===== config.mk =====
export PLATFORM = sky130hd
export DESIGN_NAME = pwm_blank_mod
export DESIGN_NICKNAME = d
export VERILOG_FILES = /design/src/rtl/pwm_blank_pkg.sv /design/src/rtl/phase_timer.sv /design/src/rtl/level_latch.sv /design/src/rtl/blank_shaper.sv /design/src/rtl/pwm_blank_mod.sv
export SDC_FILE = /design/constraint.sdc
export NUM_CORES = 1
export LEC_CHECK = 0
export BUFFER_PORTS_ARGS = -buffer_cell sky130_fd_sc_hd__buf_2
export CORE_AREA = 2 2 39 41
export CTS_BUF_LIST = sky130_fd_sc_hd__clkbuf_8
export DETAILED_ROUTE_END_ITERATION = 16
export DIE_AREA = 0 0 41 43
export PLACE_DENSITY_LB_ADDON = 0.12
export SYNTH_ARGS = -nofsm -noshare
export SYNTH_HDL_FRONTEND = slang
export SYNTH_SLANG_ARGS = --single-unit
export TNS_END_PERCENT = 1

===== constraint.sdc =====
create_clock -name clk -period 4.15 [get_ports clk]
set_clock_uncertainty 0.15 [all_clocks]
set_input_delay 1.0375 -clock clk [delete_from_list [all_inputs] [get_ports clk]]
set_output_delay 1.0375 -clock clk [all_outputs]
set_load 0.05 [all_outputs]

===== src/rtl/pwm_blank_pkg.sv =====
package pwm_blank_pkg;

   typedef enum logic {
      POL_HIGH_BLANKS = 1'b0,
      POL_LOW_BLANKS  = 1'b1
   } pol_e;

   // Map an internal "tube disabled" flag onto the selected pin level.
   function automatic logic drive_level(input logic disabled, input pol_e pol);
      return (pol == POL_HIGH_BLANKS) ? disabled : ~disabled;
   endfunction

endpackage


===== src/rtl/phase_timer.sv =====
module phase_timer #(
   parameter int IW        = 4,
   parameter int PHASE_LEN = 4
) (
   input  logic          clk,
   input  logic          rst_n,
   input  logic          start_i,
   output logic [IW-1:0] phase_o,
   output logic          live_o
);
   localparam logic [IW-1:0] LAST_PHASE = {IW{1'b1}};

   logic adv;

   generate
      if (PHASE_LEN == 1) begin : g_nodiv
         assign adv = 1'b1;
      end else begin : g_div
         localparam int DW = $clog2(PHASE_LEN);
         localparam logic [DW-1:0] DIV_END = DW'(PHASE_LEN - 1);
         logic [DW-1:0] div_q;

         always_ff @(posedge clk or negedge rst_n) begin
            if (!rst_n)
               div_q <= '0;
            else if (start_i)
               div_q <= '0;
            else if (live_o)
               div_q <= (div_q == DIV_END) ? '0 : div_q + 1'b1;
         end

         assign adv = (div_q == DIV_END);
      end
   endgenerate

   always_ff @(posedge clk or negedge rst_n) begin
      if (!rst_n) begin
         phase_o <= '0;
         live_o  <= 1'b0;
      end else if (start_i) begin
         phase_o <= '0;
         live_o  <= 1'b1;
      end else if (live_o && adv && (phase_o != LAST_PHASE)) begin
         phase_o <= phase_o + 1'b1;
      end
   end

endmodule


===== src/rtl/level_latch.sv =====
module level_latch #(
   parameter int IW = 4
) (
   input  logic          clk,
   input  logic          rst_n,
   input  logic          capture_i,
   input  logic [IW-1:0] level_i,
   output logic [IW-1:0] level_o
);
   localparam logic [IW-1:0] MIN_LEVEL = IW'(1);

   always_ff @(posedge clk or negedge rst_n) begin
      if (!rst_n)
         level_o <= MIN_LEVEL;
      else if (capture_i)
         level_o <= (level_i == '0) ? MIN_LEVEL : level_i;
   end

endmodule


===== src/rtl/blank_shaper.sv =====
module blank_shaper
   import pwm_blank_pkg::*;
#(
   parameter int IW = 4
) (
   input  logic          clk,
   input  logic          rst_n,
   input  logic [IW-1:0] phase_i,
   input  logic          live_i,
   input  logic [IW-1:0] level_i,
   input  logic          force_i,
   input  pol_e          pol_i,
   output logic          blank_o
);
   logic window;
   logic disabled;

   always_comb begin
      window   = live_i && (phase_i != '0) && (phase_i <= level_i);
      disabled = force_i || !window;
   end

   always_ff @(posedge clk or negedge rst_n) begin
      if (!rst_n)
         blank_o <= 1'b1;
      else
         blank_o <= drive_level(disabled, pol_i);
   end

endmodule


===== src/rtl/pwm_blank_mod.sv =====
module pwm_blank_mod
   import pwm_blank_pkg::*;
#(
   parameter int IW        = 4,
   parameter int PHASE_LEN = 4
) (
   input  logic          clk,
   input  logic          rst_n,
   input  logic [IW-1:0] level_i,
   input  logic          pol_sel_i,
   input  logic          slot_start_i,
   input  logic          force_blank_i,
   output logic          blank_o
);
   generate
      if (IW < 2 || IW > 8) begin : g_bad_iw
         $error("pwm_blank_mod: IW must lie in 2..8");
      end
      if (PHASE_LEN < 1) begin : g_bad_len
         $error("pwm_blank_mod: PHASE_LEN must be at least 1");
      end
   endgenerate

   logic [IW-1:0] phase_w;
   logic [IW-1:0] level_w;
   logic          live_w;
   pol_e          pol_w;

   assign pol_w = pol_e'(pol_sel_i);

   phase_timer #(.IW(IW), .PHASE_LEN(PHASE_LEN)) u_timer (
      .clk     (clk),
      .rst_n   (rst_n),
      .start_i (slot_start_i),
      .phase_o (phase_w),
      .live_o  (live_w)
   );

   level_latch #(.IW(IW)) u_level (
      .clk       (clk),
      .rst_n     (rst_n),
      .capture_i (slot_start_i),
      .level_i   (level_i),
      .level_o   (level_w)
   );

   blank_shaper #(.IW(IW)) u_shape (
      .clk     (clk),
      .rst_n   (rst_n),
      .phase_i (phase_w),
      .live_i  (live_w),
      .level_i (level_w),
      .force_i (force_blank_i),
      .pol_i   (pol_w),
      .blank_o (blank_o)
   );

endmodule


==> metrics.txt <==
Final Cycle Share=52.53%; drt wl/cell=11.95 um; max-slew violations=0; WHS Path Cells=2; Nets=95; RR Endpoint=u_shape.blank_o$_DFF_PN1_; Yosys reg bits=12; latest clock arrival within the worst-skew pair=250 ps; Antenna Cells=0; slowest cell delay on critical path=510 ps; hold_sp=u_level.level_o[0]$_DFFE_PN1P_; CP Max Fanout=1; gpl congestion=0.7032; status=complete, no violations; H-tree Lvls=1; drt total wl=1.123 mm; Initial Util=47.47%; MaxCap Viol Count=0; Buf/Inv on CP=1; HP Class=register to register; Syn Inst Count=66; Synth top area share=38.10%; hold path endpoint=u_level.level_o[0]$_DFFE_PN1P_; Fin. Hold Viols=0; Worst-Margin Slew=270.1 ps; Ports=10; antenna violations before repair=0; Synth cell types=23; setup bufs post-CTS=0; Worst Reg-to-Reg Cells=5; crit path max-delay cell type=dfstp_2; CTS tree=yes; largest net degree at the start of global routing=16; WS Path Type=register to output pin; Fillers=127; Top FF cell, synth=dfrtp_1; EDFF count, synth=0; TritonCTS Buffers=3; vias per inst=5.170; port bufs=9; drt drc=0; pwr dens=364.5 mW/mm2; clk sink count=12; DRT antenna net count=0; post-DP HPWL=824.8 um; GRT Util Overall=17.36%; die area=0.001763 mm2; Seq/Total Area, Yosys=46.10%; Largest delay share family, worst path=flip-flops; # rows=14; Clock Root Buffer=clkbuf_8; Highest Clock Rate=458.7 MHz; minimum clock period=2180 ps; global-route wire length before repair=2.007 mm; via count=486; vias in the first global route=470; RSZ-0062 raised after global routing=no; Crit. End Element=output pin; post-cts sizing count=0; maximum vdd drop=0.0001906 V; Post-synth top cells=dfrtp_1 (10), nor2_1 (10), ha_1 (7); WP data arrival=990 ps; die width=41 um; Synth Cell Area=656.9 um2; Vert. Die Dim=43 um; Reg-to-Reg Start=u_timer.phase_o[1]$_DFFE_PN0P_; cts hold-fix bufs=0; final setup fails=0; register area=302.8 um2; yosys warns=0; Async SR Flop Fraction=100.0%; Core Box Area=0.001384 mm2; crit-path cells=buf_2; CTS clk-pin slew, worst paths=50 ps; top cell type by total area after synthesis=dfrtp_1; reg2reg setup slack=2570 ps; Congestion Overflow GR=0; Detailed Route Iter0 Violations=6; max_slew headroom=81.99%; multi-input logic area=331.6 um2; synthesized net count=82; share of layout cells above drive strength 1=24.36%; Max Root-Sink Buffers=2; CP required=2960 ps; Worst Setup Start Kind=register; hold slack final=344.4 ps; number of iterations in the first detailed-routing pass=4; top cells by area, synth=dfrtp_1 (38%), ha_1 (13%), dfstp_2 (8.0%), nor2_1 (5.7%), xnor2_1 (4.0%); Fin Setup TNS=0 ps; Post-Syn Area per Cell=9.953 um2; P_leak=0.3644 nW; area grow syn2layout=16.19%
[worst max path at each step]
stage,start,endpoint,slack [ps],cells after the start
CTS,u_shape.blank_o$_DFF_PN1_,blank_o,1960,1
detailed placement,u_shape.blank_o$_DFF_PN1_,blank_o,2220,1
finish,u_shape.blank_o$_DFF_PN1_,blank_o,1970,1
global route,u_shape.blank_o$_DFF_PN1_,blank_o,1940,1
global placement,u_shape.blank_o$_DFF_PN1_,blank_o,2230,1
floorplan,u_shape.blank_o$_DFF_PN1_,blank_o,2310,0
[report_power, final]
| part | switching [mW] | total, mW | internal [mW] |
|---|---|---|---|
| Combinational | 0.0223 | 0.0368 | 0.0145 |
| Sequential | 0.00399 | 0.130 | 0.126 |
| Clock | 0.0459 | 0.111 | 0.0653 |
| Total | 0.0722 | 0.278 | 0.206 |
[layout make-up]
cell class                      instances  share of cell area, %
Tap cell                               16                  2.623
Sequential cell                        12                  39.67
Inverter                                5                  2.459
Clock buffer                            3                  5.410
Timing Repair Buffer                    9                  5.902
Clock inverter                          1                 0.4918
Multi-Input combinational cell         48                  43.44
[flip-flops by register name, summed over array words and instances (netlist names)]
register             count
u_timer.g_div.div_q      2
u_level.level_o          4
u_timer.phase_o          4
u_timer.live_o           1
u_shape.blank_o          1
[cells by family after synthesis]
logic type      after synthesis  synth area share, %
flops                        12                46.10
fa+ha+maj                     7                13.33
simple gates                 25                19.81
mux                           2                3.048
buf+inv                       6                3.428
xor+xnor                      4                5.334
compound gates               10                8.953
[placed cells by master (no fill, tap or decap)]
master     instances
o2111ai_1          1
a41o_1             1
buf_2              9
and3_4             1
o21ai_0            4
nor3_1             1
nor3_2             1
nand2_1            5
nand3_1            2
nor2b_1            1
nand2b_1           1
a21oi_1            4
inv_1              6
nand2_2            1
dfrtp_1           10
dfstp_2            2
xnor2_1            3
xor2_1             1
nor3b_2            1
clkbuf_8           3
mux2i_1            2
nor2_1            10
or2_2              1
ha_1               7
[metrics by stage]
| step | setup slack [ps] | utilization [%] | cells | cell area, um2 | total power [mW] |
|---|---|---|---|---|---|
| final | 1970 | 55.15 | 94 | 763.2 | 0.2782 |
| after global routing | 1941 | 55.15 | 94 | 763.2 | 0.2932 |
| after CTS | 1961 | 55.15 | 94 | 763.2 | 0.2813 |
| after detailed placement | 2222 | 51.90 | 90 | 718.2 | 0.1694 |
| after global placement | 2227 | 51.90 | 90 | 718.2 | 0.1681 |
| after floorplan | 2307 | - | 66 | 656.9 | 0.1566 |
[metal layers]
| metal | part of all wire [%] | vias up | track usage (%) |
|---|---|---|---|
| met4 | 3.5 | 0 | 12.00 |
| met2 | 43 | 11 | 23.75 |
| li1 | - | 248 | - |
| met3 | 3.4 | 4 | 3.141 |
| met5 | 0 | - | 0 |
| met1 | 50 | 223 | 23.81 |
Note: power is estimated with default switching activity, not from simulation.
